==> config.mk <==
export PLATFORM = sky130hd
export DESIGN_NAME = irq_aggregator
export DESIGN_NICKNAME = d
export VERILOG_FILES = /design/src/rtl/irqagg_pkg.sv /design/src/rtl/irqagg_regs.sv /design/src/rtl/irqagg_timer.sv /design/src/rtl/irqagg_outfsm.sv /design/src/rtl/irq_aggregator.sv
export SDC_FILE = /design/constraint.sdc
export NUM_CORES = 1
export LEC_CHECK = 0
export BUFFER_PORTS_ARGS = -buffer_cell sky130_fd_sc_hd__buf_2
export CELL_PAD_IN_SITES_DETAIL_PLACEMENT = 1
export CELL_PAD_IN_SITES_GLOBAL_PLACEMENT = 2
export CORE_ASPECT_RATIO = 1.75
export CORE_MARGIN = 1.5
export CORE_UTILIZATION = 25
export DETAILED_ROUTE_END_ITERATION = 10
export PLACE_DENSITY_LB_ADDON = 0.1
export SYNTH_ARGS = -nofsm -noshare
export SYNTH_HDL_FRONTEND = slang
export SYNTH_SLANG_ARGS = --single-unit
==> constraint.sdc <==
create_clock -name clk -period 3.4 [get_ports clk]
set_clock_uncertainty 0.2 [all_clocks]
set_input_delay 0.34 -clock clk [delete_from_list [all_inputs] [get_ports clk]]
set_output_delay 0.34 -clock clk [all_outputs]
set_load 0.01 [all_outputs]
==> src/rtl/irqagg_pkg.sv <==
`timescale 1ns/1ps
package irqagg_pkg;
    localparam int NUM_SRC    = 10;
    localparam int GRP_CNT    = 6;
    localparam int TMR_GRP    = 5;
    localparam int REG_ADDR_W = 4;
    localparam int PRE_W      = 4;
    localparam logic [PRE_W-1:0] PRE_MAX = 4'd14;
    localparam int PCNT_W     = 14;

    localparam logic [1:0] SEL_CTRL = 2'd0;
    localparam logic [1:0] SEL_STAT = 2'd1;
    localparam logic [1:0] SEL_PRE  = 2'd2;
    localparam logic [1:0] SEL_LIM  = 2'd3;

    typedef enum logic [1:0] {
        OUT_IDLE   = 2'd0,
        OUT_PULSE  = 2'd1,
        OUT_ACTIVE = 2'd2
    } out_state_t;

    // bit 0 = global enable, bit 1 = pulse mode, bits 7:2 = group blocks
    typedef struct packed {
        logic [GRP_CNT-1:0] grp_block;
        logic               pulse_mode;
        logic               glob_en;
    } ctrl_t;

    function automatic int src_group(input int idx);
        if (idx < 4)      return 0;
        else if (idx < 7) return 1;
        else              return idx - 5;
    endfunction
endpackage

==> src/rtl/irqagg_regs.sv <==
`timescale 1ns/1ps
module irqagg_regs
    import irqagg_pkg::*;
#(
    parameter int DATA_W = 16,
    parameter int LIM_W  = 16
) (
    input  logic                   clk,
    input  logic                   rst_n,
    input  logic                   reg_wr,
    input  logic [REG_ADDR_W-1:0]  reg_addr,
    input  logic [DATA_W-1:0]      reg_wdata,
    output logic [DATA_W-1:0]      reg_rdata,
    input  logic [NUM_SRC-1:0]     src_req,
    input  logic                   timer_hit,
    output ctrl_t                  ctrl,
    output logic [PRE_W-1:0]       pre_val,
    output logic                   pre_en,
    output logic [LIM_W-1:0]       limit,
    output logic                   timer_flag
);
    logic       aligned;
    logic [1:0] sel;
    logic       wr_ctrl, wr_stat, wr_pre, wr_lim;

    assign aligned = (reg_addr[1:0] == 2'b00);
    assign sel     = reg_addr[3:2];
    assign wr_ctrl = reg_wr && aligned && (sel == SEL_CTRL);
    assign wr_stat = reg_wr && aligned && (sel == SEL_STAT);
    assign wr_pre  = reg_wr && aligned && (sel == SEL_PRE);
    assign wr_lim  = reg_wr && aligned && (sel == SEL_LIM);

    always_ff @(posedge clk or negedge rst_n) begin
        if (!rst_n) begin
            ctrl       <= '0;
            pre_val    <= '0;
            pre_en     <= 1'b0;
            limit      <= '0;
            timer_flag <= 1'b0;
        end else begin
            if (wr_ctrl)
                ctrl <= ctrl_t'(reg_wdata[$bits(ctrl_t)-1:0]);
            if (wr_pre) begin
                pre_en  <= reg_wdata[PRE_W];
                pre_val <= (reg_wdata[PRE_W-1:0] > PRE_MAX) ? PRE_MAX : reg_wdata[PRE_W-1:0];
            end
            if (wr_lim)
                limit <= reg_wdata[LIM_W-1:0];
            if (timer_hit)
                timer_flag <= 1'b1;
            else if (wr_stat && reg_wdata[NUM_SRC])
                timer_flag <= 1'b0;
        end
    end

    always_comb begin
        reg_rdata = '0;
        if (aligned) begin
            unique case (sel)
                SEL_CTRL: reg_rdata = DATA_W'(ctrl);
                SEL_STAT: reg_rdata = DATA_W'({timer_flag, src_req});
                SEL_PRE:  reg_rdata = DATA_W'({pre_en, pre_val});
                SEL_LIM:  reg_rdata = DATA_W'(limit);
            endcase
        end
    end

    assert_prescale_cap_R8: assert property (@(posedge clk) disable iff (!rst_n)
        pre_val <= PRE_MAX);
    assert_flag_set_R10: assert property (@(posedge clk) disable iff (!rst_n)
        timer_hit |=> timer_flag);
    assert_flag_hold_R10: assert property (@(posedge clk) disable iff (!rst_n)
        (timer_flag && !(wr_stat && reg_wdata[NUM_SRC])) |=> timer_flag);
endmodule

==> src/rtl/irqagg_timer.sv <==
`timescale 1ns/1ps
module irqagg_timer
    import irqagg_pkg::*;
#(
    parameter int LIM_W = 16
) (
    input  logic              clk,
    input  logic              rst_n,
    input  logic              en,
    input  logic [PRE_W-1:0]  pre_val,
    input  logic [LIM_W-1:0]  limit,
    output logic              hit
);
    localparam logic [PCNT_W:0] ONE = {{PCNT_W{1'b0}}, 1'b1};

    logic [PCNT_W-1:0] pcnt;
    logic [PCNT_W:0]   div_top;
    logic [LIM_W-1:0]  tcnt;
    logic              tick;

    assign div_top = (ONE << pre_val) - ONE;
    assign tick    = en && ({1'b0, pcnt} >= div_top);
    assign hit     = tick && (tcnt >= limit);

    always_ff @(posedge clk or negedge rst_n) begin
        if (!rst_n) begin
            pcnt <= '0;
            tcnt <= '0;
        end else if (!en) begin
            pcnt <= '0;
            tcnt <= '0;
        end else begin
            pcnt <= tick ? '0 : pcnt + 1'b1;
            if (hit)
                tcnt <= '0;
            else if (tick)
                tcnt <= tcnt + 1'b1;
        end
    end

    assert_tick_spacing_R9: assert property (@(posedge clk) disable iff (!rst_n)
        (tick && pre_val != '0) |=> (!tick || pre_val == '0));
endmodule

==> src/rtl/irqagg_outfsm.sv <==
`timescale 1ns/1ps
module irqagg_outfsm
    import irqagg_pkg::*;
(
    input  logic clk,
    input  logic rst_n,
    input  logic any_req,
    input  logic pulse_mode,
    output logic cpu_irq
);
    out_state_t state, state_nx;

    always_ff @(posedge clk or negedge rst_n) begin
        if (!rst_n) state <= OUT_IDLE;
        else        state <= state_nx;
    end

    always_comb begin
        state_nx = state;
        unique case (state)
            OUT_IDLE:   if (any_req) state_nx = pulse_mode ? OUT_PULSE : OUT_ACTIVE;
            OUT_PULSE:  state_nx = any_req ? OUT_ACTIVE : OUT_IDLE;
            OUT_ACTIVE: if (!any_req) state_nx = OUT_IDLE;
            default:    state_nx = OUT_IDLE;
        endcase
    end

    always_comb begin
        if (pulse_mode) cpu_irq = (state == OUT_PULSE);
        else            cpu_irq = (state != OUT_IDLE);
    end

    assert_pulse_single_R7: assert property (@(posedge clk) disable iff (!rst_n)
        (cpu_irq && pulse_mode) |=> (!cpu_irq || !pulse_mode));
    assert_quiet_after_drop_R6: assert property (@(posedge clk) disable iff (!rst_n)
        !any_req |=> !cpu_irq);
    assert_level_follow_R6: assert property (@(posedge clk) disable iff (!rst_n)
        (any_req && !pulse_mode) |=> (cpu_irq || pulse_mode));
endmodule

==> src/rtl/irq_aggregator.sv <==
`timescale 1ns/1ps
module irq_aggregator
    import irqagg_pkg::*;
#(
    parameter int DATA_W = 16,
    parameter int LIM_W  = 16
) (
    input  logic                  clk,
    input  logic                  rst_n,
    input  logic                  reg_wr,
    input  logic [REG_ADDR_W-1:0] reg_addr,
    input  logic [DATA_W-1:0]     reg_wdata,
    output logic [DATA_W-1:0]     reg_rdata,
    input  logic [NUM_SRC-1:0]    src_req,
    output logic                  cpu_irq
);
    ctrl_t              ctrl;
    logic [PRE_W-1:0]   pre_val;
    logic               pre_en;
    logic [LIM_W-1:0]   limit;
    logic               timer_flag;
    logic               timer_hit;
    logic [NUM_SRC-1:0] src_blk;
    logic               any_req;

    irqagg_regs #(.DATA_W(DATA_W), .LIM_W(LIM_W)) u_regs (
        .clk(clk), .rst_n(rst_n), .reg_wr(reg_wr), .reg_addr(reg_addr),
        .reg_wdata(reg_wdata), .reg_rdata(reg_rdata), .src_req(src_req),
        .timer_hit(timer_hit), .ctrl(ctrl), .pre_val(pre_val), .pre_en(pre_en),
        .limit(limit), .timer_flag(timer_flag)
    );

    irqagg_timer #(.LIM_W(LIM_W)) u_timer (
        .clk(clk), .rst_n(rst_n), .en(pre_en), .pre_val(pre_val),
        .limit(limit), .hit(timer_hit)
    );

    // each source takes the block bit of its group
    for (genvar i = 0; i < NUM_SRC; i++) begin : g_blk
        assign src_blk[i] = ctrl.grp_block[src_group(i)];
    end

    // global enable gates the combined request
    assign any_req = ctrl.glob_en &&
                     ((|(src_req & ~src_blk)) || (timer_flag && !ctrl.grp_block[TMR_GRP]));

    irqagg_outfsm u_out (
        .clk(clk), .rst_n(rst_n), .any_req(any_req),
        .pulse_mode(ctrl.pulse_mode), .cpu_irq(cpu_irq)
    );
endmodule

==> impl_metrics.json, run 1 <==
{
  "ir_worst_vdd_uv": 248,
  "synthSimpleGateAreaFrac_pct": 20.2,
  "period_share_pct": 94.3,
  "dp_hpwl_mm": 9.87,
  "start_util_pct": 25.4,
  "startpoint": "u_regs.pre_val[2]",
  "worstMarginPinSlew_ns": 0.809,
  "clk_latency_ns": 0.33,
  "via_per_inst": 5.04,
  "cts.clk_slew.worst_paths_ns": 0.06,
  "wire_per_inst_um": 18.5,
  "power.density_nw_per_um2": 556,
  "grt_max_degree": 34,
  "ant_nets": 0,
  "cts_inserted_buffers": 9,
  "setup_viol": 0,
  "fin_ws_ns": 0.193,
  "via_count": 3516,
  "power.leakage_uw": 0.00234,
  "yosys.cell_count.top_type": "dfrtp_1",
  "syn_inst": 446,
  "cts_root_buf": "clkbuf_16",
  "grt_overflow": 0,
  "ys_warn_count": 0,
  "port_buffers": 49,
  "max_freq_mhz": 312,
  "ios": 50,
  "path_buf_inv": 2,
  "synth_area_leader_cell": "dfrtp_1",
  "diodes": 0,
  "wl_mm": 12.9,
  "areaGrowthSynthToFinish_pct": 25.3,
  "status": "finished, final reports clean",
  "cp_cell_sequence": "nor2_4, nand3b_1, ha_4, buf_4, a32o_1, a21oi_2, ha_1, a21oi_1, nor2_1, o31ai_2, o21a_2, nor2_2, buf_12, a22o_1",
  "cp_slowest_cell": "dfrtp_1",
  "synthMuxAreaShare_pct": 7.84,
  "start_kind": "register",
  "crit_type": "register to register",
  "synth-xor-area-share_pct": 2.82,
  "hp-class": "primary input to register",
  "place_ws_ns": 0.0273,
  "critPathArrivalTime_ns": 3.22,
  "synth-seq-area-share_pct": 38.4,
  "routabilityCongestion": 0.735,
  "dp.cells": 681,
  "netlist_area_um2": 4040,
  "synthAdderAreaFrac_pct": 10.2,
  "ctsLongestPathBuffers": 2,
  "drt_iter0_markers": 80,
  "grt_pass1_wl_mm": 21.3,
  "synth_cell_types": 54,
  "setup_tns_ns": 0,
  "multi_input_area_um2": 2390,
  "clock-sinks": 62,
  "cts_max_level": 3,
  "drive_gt1_share_pct": 23.2,
  "synth_common_cells": "dfrtp_1 (62), nand2_1 (46), nor2_1 (38), o21ai_0 (35), ha_1 (33)",
  "final_nets": 570,
  "netlist.area_leader.share_pct": 38.4,
  "core_um2": 15900,
  "hp-start": "reg_wdata[15]",
  "finalPower_uw": 2810,
  "synthArstFlopShare_pct": 100,
  "cp.required_ns": 3.41,
  "hold_viol": 0,
  "synth_edf_count": 0,
  "avgSynthCellArea_um2": 9.05,
  "dr.pass1.iters": 4,
  "die_x_um": 99.0,
  "synth_fp_nets": 512,
  "seq_area_um2": 1550,
  "rsz0062_at_grt": "false",
  "grt_pass1_vias": 3892,
  "nFillCells": 1854,
  "slew_headroom_pct": 46.1,
  "drv_cap": 0,
  "end_kind": "register",
  "r2r-start": "u_regs.pre_val[2]",
  "synth_top_family_by_area": "simple AND/OR/NAND/NOR gates",
  "cts_tree": "done",
  "track_usage_pct": 16.5,
  "critPathMaxFanout": 13,
  "synth-seq-cells": 62,
  "synthFlopType": "dfrtp_1",
  "cpLargestDelayFamily": "compound AO/OA/AOI/OAI gates",
  "slew_viol_final": 0,
  "fp.dieArea_um2": 16900,
  "fin_area_um2": 5050,
  "stdcell_count": 698,
  "antenna_found_initial": 0,
  "post-route-min-period_ns": 3.21,
  "die_y_um": 171,
  "placed_cell_area_um2": 4600,
  "synth_area_leaders": "dfrtp_1 (38%), ha_1 (10%), o21ai_0 (4.3%), nand2_1 (4.3%), nor2_1 (3.5%)",
  "slowest_delay_ns": 0.40,
  "synth_compound_area_share_pct": 15.7,
  "drc_errors": 0,
  "num_rows": 61
}
-- logic make-up after synthesis --
logic type / Yosys count
flops: 62
simple gates: 165
compound gates: 100
buf+inv: 49
xor+xnor: 13
mux: 24
fa+ha+maj: 33
-- flip-flops by register name, indices dropped and copies added (netlist names) --
register / count
u_regs.limit: 16
u_timer.tcnt: 16
u_timer.pcnt: 14
u_regs.ctrl: 8
u_regs.pre_val: 4
u_out.state: 2
u_regs.pre_en: 1
u_regs.timer_flag: 1
-- per-layer routing --
layer | vias up | share of wire, % | GRT usage, %
met2 | 35 | 59 | 33.0
met3 | 10 | 1.4 | 2.00
met5 | - | 0 | 0
met4 | 0 | 1.4 | 4.78
met1 | 1759 | 39 | 17.7
li1 | 1712 | - | -
-- report_power, final --
part / internal [µW] / switching (µW)
clock network: 758 / 355
registers: 834 / 81.7
logic: 341 / 439
-- path summary, 6_finish.rpt --
| kind | end | slack, ns | cells after the start |
|---|---|---|---|
| hold reg to reg | u_regs.ctrl[2] | 0.34 | 1 |
| setup reg to reg | u_timer.tcnt[8] | 0.19 | 14 |
| min in group asynchronous | u_out.state[0] | 0.43 | 2 |
| setup / recovery | u_timer.tcnt[8] | 0.19 | 14 |
| hold / removal | u_regs.limit[15] | 0.01 | 3 |
| max in group asynchronous | u_timer.tcnt[7] | 1.81 | 3 |
-- what timing repair did --
action                                 CTS  global route
endpoints found under the hold margin   31             0
resized for setup                        1            20
setup endpoints to repair                1            18
pin swaps                                0            11
buffers inserted                         0             0
hold buffers                             1             0
-- worst reg2reg max path: stages, from the launching register on --
cell	delay, ns
dfrtp_1	0.40
nor2_4	0.14
nand3b_1	0.13
ha_4	0.21
buf_4	0.15
a32o_1	0.22
a21oi_2	0.18
ha_1	0.26
a21oi_1	0.17
nor2_1	0.07
o31ai_2	0.30
o21a_2	0.22
nor2_2	0.06
buf_12	0.15
a22o_1	0.22
-- placed cells by master, fill, tap and decap left out, types with 9 or more instances in the layout --
cell type | netlist | routed
a22o_1 | 14 | 14
a21oi_1 | 22 | 18
o21ai_0 | 35 | 34
nand2_1 | 46 | 45
ha_1 | 33 | 31
mux2_2 | 11 | 11
dfrtp_1 | 62 | 62
buf_2 | 4 | 49
nor3_1 | 12 | 10
nor2_1 | 38 | 34
buf_4 | 1 | 14
and3_1 | 21 | 21
inv_1 | 28 | 28
clkbuf_16 | 0 | 9
nand3_1 | 13 | 12
-- metrics by stage --
stage,hold WS [ns],util (%)
floorplan,-0.156,-
global placement,0.271,29.0
detailed placement,0.284,29.0
CTS,0.0117,31.3
global route,0.0366,31.8
finish,0.0150,31.8
-- cell type report --
class / count / share of cell area (%)
flip-flops and latches: 62 / 30.7
well taps: 189 / 4.68
clock inverters: 3 / 1.78
multi-input cells: 335 / 47.3
inverters: 28 / 2.08
repair buffers: 68 / 8.37
clock buffers: 13 / 5.15
(Power assumes the default switching activity.)
==> inputs of run 2 (changes only) <==
--- a/config.mk
+++ b/config.mk
@@ -10,7 +10,7 @@
 export CELL_PAD_IN_SITES_GLOBAL_PLACEMENT = 2
 export CORE_ASPECT_RATIO = 1.75
 export CORE_MARGIN = 1.5
-export CORE_UTILIZATION = 25
+export CORE_UTILIZATION = 33
 export DETAILED_ROUTE_END_ITERATION = 10
 export PLACE_DENSITY_LB_ADDON = 0.1
 export SYNTH_ARGS = -nofsm -noshare
==> constraint.sdc (replaced) <==
create_clock -name clk -period 3.4 [get_ports clk]
set_clock_uncertainty 0.2 [all_clocks]
set_input_delay 0.17 -clock clk [delete_from_list [all_inputs] [get_ports clk]]
set_output_delay 0.17 -clock clk [all_outputs]
set_load 0.01 [all_outputs]
==> run 2 against run 1 <==
Against the previous run: critical path depth stayed put; sequential power hardly changed; via count is 3.2% higher; global-route usage is 3.9 points higher.
==> impl_metrics.json, run 2 (synthesis results as in run 1) <==
{
  "wire_per_inst_um": 18.2,
  "period_share_pct": 96.5,
  "track_usage_pct": 20.4,
  "start_kind": "register",
  "max_freq_mhz": 305,
  "clk_latency_ns": 0.33,
  "cp.required_ns": 3.46,
  "wl_mm": 12.2,
  "start_util_pct": 33.8,
  "end_kind": "register",
  "via_per_inst": 5.41,
  "grt_max_degree": 35,
  "utilization_pct": 42.8,
  "cts_inserted_buffers": 9,
  "wl_met2_mm": 6.95,
  "antenna_found_initial": 0,
  "via_count": 3628,
  "power.internal_uw": 1810,
  "reg_top3": "u_regs.limit (16), u_timer.tcnt (16), u_timer.pcnt (14)",
  "fin_ws_ns": 0.117,
  "power.density_nw_per_um2": 523,
  "comb_power_share_pct": 30.2,
  "areaGrowthSynthToFinish_pct": 26.6,
  "ctsLongestPathBuffers": 2,
  "grt_overflow": 0,
  "wl_met3_um": 202,
  "core_um2": 11900,
  "ir_worst_vdd_uv": 244,
  "critPathMaxFanout": 8,
  "clock-sinks": 62,
  "cts_root_buf": "clkbuf_16",
  "switching_share_pct": 32.3,
  "worstMarginPinSlew_ns": 0.821,
  "drv_cap": 0,
  "drt_iter0_markers": 48,
  "ios": 50,
  "final_common_cell": "dfrtp_1",
  "drive_gt1_share_pct": 22.5,
  "post-route-min-period_ns": 3.28,
  "grt_pass1_wl_mm": 20.1,
  "die_x_um": 86.6,
  "rsz0062_at_grt": "true",
  "final_cell_mix": "dfrtp_1 (62), buf_2 (49), nand2_1 (45), o21ai_0 (35), nor2_1 (35)",
  "pwr-share-clk_pct": 35.5,
  "drc_errors": 0,
  "highest_layer": "met4",
  "dr.pass1.iters": 4,
  "power.leakage_uw": 0.00241,
  "status": "finished, final reports clean",
  "place_ws_ns": 0.0216,
  "fp.dieArea_um2": 12900,
  "cts.clk_slew.worst_paths_ns": 0.06,
  "m1WireLength_mm": 4.74,
  "cts_tree": "done",
  "pwr-share-seq_pct": 34.3,
  "hp-class": "primary input to register",
  "num_rows": 53,
  "port_buffers": 49,
  "critPathArrivalTime_ns": 3.34,
  "cts_max_level": 3,
  "grt_pass1_vias": 3985,
  "slew_headroom_pct": 45.3,
  "setup_viol": 0,
  "r2r_setup_slack_ns": 0.12,
  "final_nets": 594,
  "crit_type": "register to register",
  "routabilityCongestion": 0.776,
  "dp_hpwl_mm": 9.20,
  "nFillCells": 1411,
  "slew_viol_final": 0,
  "power_switching_uw": 862,
  "die_y_um": 149,
  "ant_nets": 0,
  "hold_viol": 0,
  "finalPower_uw": 2670,
  "diodes": 0
}
==> run 2: layer usage <==
layer  up-vias  GRT usage (%)
met1      1803           21.5
met5         -              0
met4         0           7.74
met2        45           39.5
met3        22           2.99
li1       1758              -
==> run 2: worst paths after layout <==
check                                        from         endpoint  cells past startpoint
worst max register to register  u_regs.pre_val[2]  u_timer.tcnt[1]                     14
worst min-delay path                   src_req[7]   u_out.state[1]                      4
min in group asynchronous                   rst_n   u_out.state[0]                      2
worst max-delay path            u_regs.pre_val[2]  u_timer.tcnt[1]                     14
max in group asynchronous                   rst_n  u_timer.tcnt[8]                      3
worst min register to register    u_timer.pcnt[0]  u_timer.pcnt[0]                      1
==> run 2: area by class of cell <==
cell class	count	area, µm²	area share [%]
clock buffers	11	253	4.95
clock inverters	5	57.6	1.13
inverters	28	105	2.06
multi-input cells	335	2350	45.9
flip-flops and latches	62	1550	30.4
well taps	137	171	3.35
repair buffers	92	626	12.2
==> run 2: stage by stage <==
step           hold slack [ns]  std cells  TNS [ns]  instance area (µm²)
4_1_cts                  0.115        664         0                 5020
6_report                 0.123        670         0                 5110
3_5_place_dp             0.114        630         0                 4530
3_3_place_gp             0.112        630         0                 4530
2_1_floorplan           -0.326        446         0                 4050
5_1_grt                  0.157        670   -0.0620                 5110
==> run 2: repair_timing <==
action,in CTS,in global routing
setup endpoints to repair,1,17
gates cloned,0,0
hold endpoints to repair,62,0
pin swaps,0,6
buffers inserted,0,6
resized for setup,2,8
hold buffers,18,0
==> run 2: power groups by stage <==
| stage | Sequential (µW) | Clock, µW | Combinational, µW |
|---|---|---|---|
| after floorplan | 893 | 0 | 484 |
| after global placement | 923 | 0 | 712 |
| after detailed placement | 929 | 0 | 739 |
| after CTS | 917 | 974 | 764 |
| after global routing | 930 | 1000 | 910 |
| final | 917 | 949 | 805 |
==> run 2: critical path, cell delays in order (launching register included) <==
cell      delay (ns)
dfrtp_1         0.40
nor2_4          0.14
nand3b_1        0.13
ha_4            0.20
buf_4           0.13
buf_4           0.13
xnor2_1         0.12
ha_1            0.30
nand2_1         0.06
o21ai_0         0.29
a21oi_1         0.16
o21a_2          0.24
buf_4           0.16
or3_1           0.38
a21oi_2         0.15
==> inputs of run 3 (changes only) <==
--- a/config.mk
+++ b/config.mk
@@ -13,6 +13,7 @@
 export CORE_UTILIZATION = 33
 export DETAILED_ROUTE_END_ITERATION = 10
 export PLACE_DENSITY_LB_ADDON = 0.1
+export RECOVER_POWER = 25
 export SYNTH_ARGS = -nofsm -noshare
 export SYNTH_HDL_FRONTEND = slang
 export SYNTH_SLANG_ARGS = --single-unit
==> run 3 against run 2 <==
Against the previous run: the flow now finishes with violations (capacitance limit, slew limit); final cell count unchanged; power about the same; non-clock buffer count did not move; sequential power hardly changed; register-to-register slack hardly changed; clock power hardly changed; global-route usage unchanged; utilization fell by 0.052 points; via count down 0.14%; critical endpoint unchanged; largest cell class unchanged; largest power group unchanged.
==> impl_metrics.json, run 3 (synthesis results as in run 1) <==
{
  "status": "finished with violations",
  "violations": "capacitance limit, slew limit",
  "cts_max_level": 3,
  "start_kind": "register",
  "drt_iter0_markers": 48,
  "critPathMaxFanout": 8,
  "fp.dieArea_um2": 12900,
  "clock-sinks": 62,
  "rsz0062_at_grt": "true",
  "end_kind": "register",
  "dp_hpwl_mm": 9.20,
  "comb_power_share_pct": 30.1,
  "cts_inserted_buffers": 9,
  "crit_top_cell": "buf_4",
  "utilization_pct": 42.8,
  "pwr-share-seq_pct": 34.3,
  "drc_errors": 0,
  "start_util_pct": 33.8,
  "grt_overflow": 0,
  "dp.cells": 630,
  "cts_root_buf": "clkbuf_16",
  "drive_gt1_share_pct": 22.0,
  "cp_cell_sequence": "nor2_4, nand3b_1, ha_4, buf_4, buf_4, xnor2_1, ha_1, nand2_1, o21ai_0, a21oi_1, o21a_2, buf_4, or3_1, a21oi_2",
  "final_common_cell": "dfrtp_1",
  "reg_top3": "u_regs.limit (16), u_timer.tcnt (16), u_timer.pcnt (14)",
  "max_freq_mhz": 304,
  "ant_nets": 0,
  "die_y_um": 149,
  "diodes": 0,
  "pwr-share-clk_pct": 35.5,
  "areaGrowthSynthToFinish_pct": 26.5,
  "wl_mm": 12.2,
  "nFillCells": 1412,
  "switching_share_pct": 32.3,
  "port_buffers": 49,
  "grt_pass1_wl_mm": 20.1,
  "routabilityCongestion": 0.776,
  "setup_viol": 0,
  "cts_tree": "done",
  "grt_pass1_vias": 3985,
  "die_x_um": 86.6,
  "power.internal_uw": 1810,
  "crit_type": "register to register",
  "power_switching_uw": 863,
  "ir_worst_vdd_uv": 244,
  "stdcell_count": 670,
  "core_um2": 11900,
  "cts.clk_slew.worst_paths_ns": 0.06,
  "clk_latency_ns": 0.33,
  "post-route-min-period_ns": 3.29,
  "via_count": 3623,
  "cp.required_ns": 3.46,
  "worstHoldPathCells": 4,
  "slew_headroom_pct": -33.2,
  "slew_viol_final": 35,
  "drv_cap": 1,
  "dr.pass1.iters": 4,
  "final_cell_mix": "dfrtp_1 (62), buf_2 (47), nand2_1 (45), o21ai_0 (35), nor2_1 (35)",
  "hold_viol": 0,
  "num_rows": 53,
  "ctsLongestPathBuffers": 2,
  "wire_per_inst_um": 18.2,
  "seq_area_um2": 1550,
  "grt_max_degree": 35,
  "power.density_nw_per_um2": 523,
  "critPathArrivalTime_ns": 3.34,
  "multi_input_area_um2": 2350,
  "hp-class": "primary input to register",
  "slowest_delay_ns": 0.40,
  "ios": 50,
  "track_usage_pct": 20.4,
  "worstMarginPinSlew_ns": 2.00,
  "period_share_pct": 96.6,
  "via_per_inst": 5.41,
  "rr_worst_depth": 14,
  "power.leakage_uw": 0.00240,
  "cp_slowest_cell": "dfrtp_1",
  "final_nets": 594,
  "antenna_found_initial": 0
}
## run 3: cell types whose count changed in the layout (fill, tap and decap cells not counted), sizes merged
cell / before / now
buf: 74 / 71
clkbuf: 11 / 14
## run 3: final cells by class
cell class	instances	share of cell area, %
multi-input cells	335	46.0
flip-flops and latches	62	30.4
repair buffers	92	12.1
clock buffers	11	4.95
well taps	137	3.36
inverters	28	2.06
clock inverters	5	1.13
## run 3: path summary, 6_finish.rpt
kind                                        start         endpoint  slack [ns]
worst min register to register    u_timer.pcnt[0]  u_timer.pcnt[0]        0.32
worst max register to register  u_regs.pre_val[2]  u_timer.tcnt[1]        0.11
min in group asynchronous                   rst_n   u_out.state[0]        0.74
max in group asynchronous                   rst_n  u_timer.tcnt[8]        1.05
worst min-delay path                   src_req[7]   u_out.state[0]        0.12
worst max-delay path            u_regs.pre_val[2]  u_timer.tcnt[1]        0.11
## run 3: power by group through the flow
stage	combinational (µW)	clock [µW]	sequential, µW
detailed placement	739	0	929
floorplan	484	0	893
CTS	764	974	917
global placement	712	0	923
global route	909	1000	930
finish	805	949	917
## run 3: critical path: cells and delay by family (launching register included)
| family | cells | cell delay (ns) |
|---|---|---|
| simple gates | 4 | 0.72 |
| flops | 1 | 0.40 |
| compound gates | 4 | 0.84 |
| fa+ha+maj | 2 | 0.50 |
| buf+inv | 3 | 0.42 |
| xor+xnor | 1 | 0.12 |
## run 3: timing repair
item,4_1_cts,5_1_grt
hold endpoints to repair,62,0
endpoints found under the setup margin,1,17
resized for setup,2,8
setup buffers,0,6
hold buffers,18,0
pin swaps,0,6
## run 3: metal layers
layer | share of wire, % | track usage [%] | vias to the layer above
met5 | 0 | 0 | -
met4 | 2.5 | 7.74 | 0
met3 | 1.7 | 2.99 | 21
met2 | 57 | 39.5 | 45
met1 | 39 | 21.5 | 1798
li1 | - | - | 1759
## run 3: stage by stage
stage	setup WS [ns]	setup TNS, ns	cell area, µm²	hold slack, ns	power, µW
5_1_grt	-0.0620	-0.0620	5100	0.157	2840
4_1_cts	0.0137	0	5020	0.115	2650
3_3_place_gp	0.168	0	4530	0.112	1640
3_5_place_dp	0.0216	0	4530	0.114	1670
2_1_floorplan	0.00175	0	4050	-0.326	1380
6_report	0.114	0	5100	0.121	2670
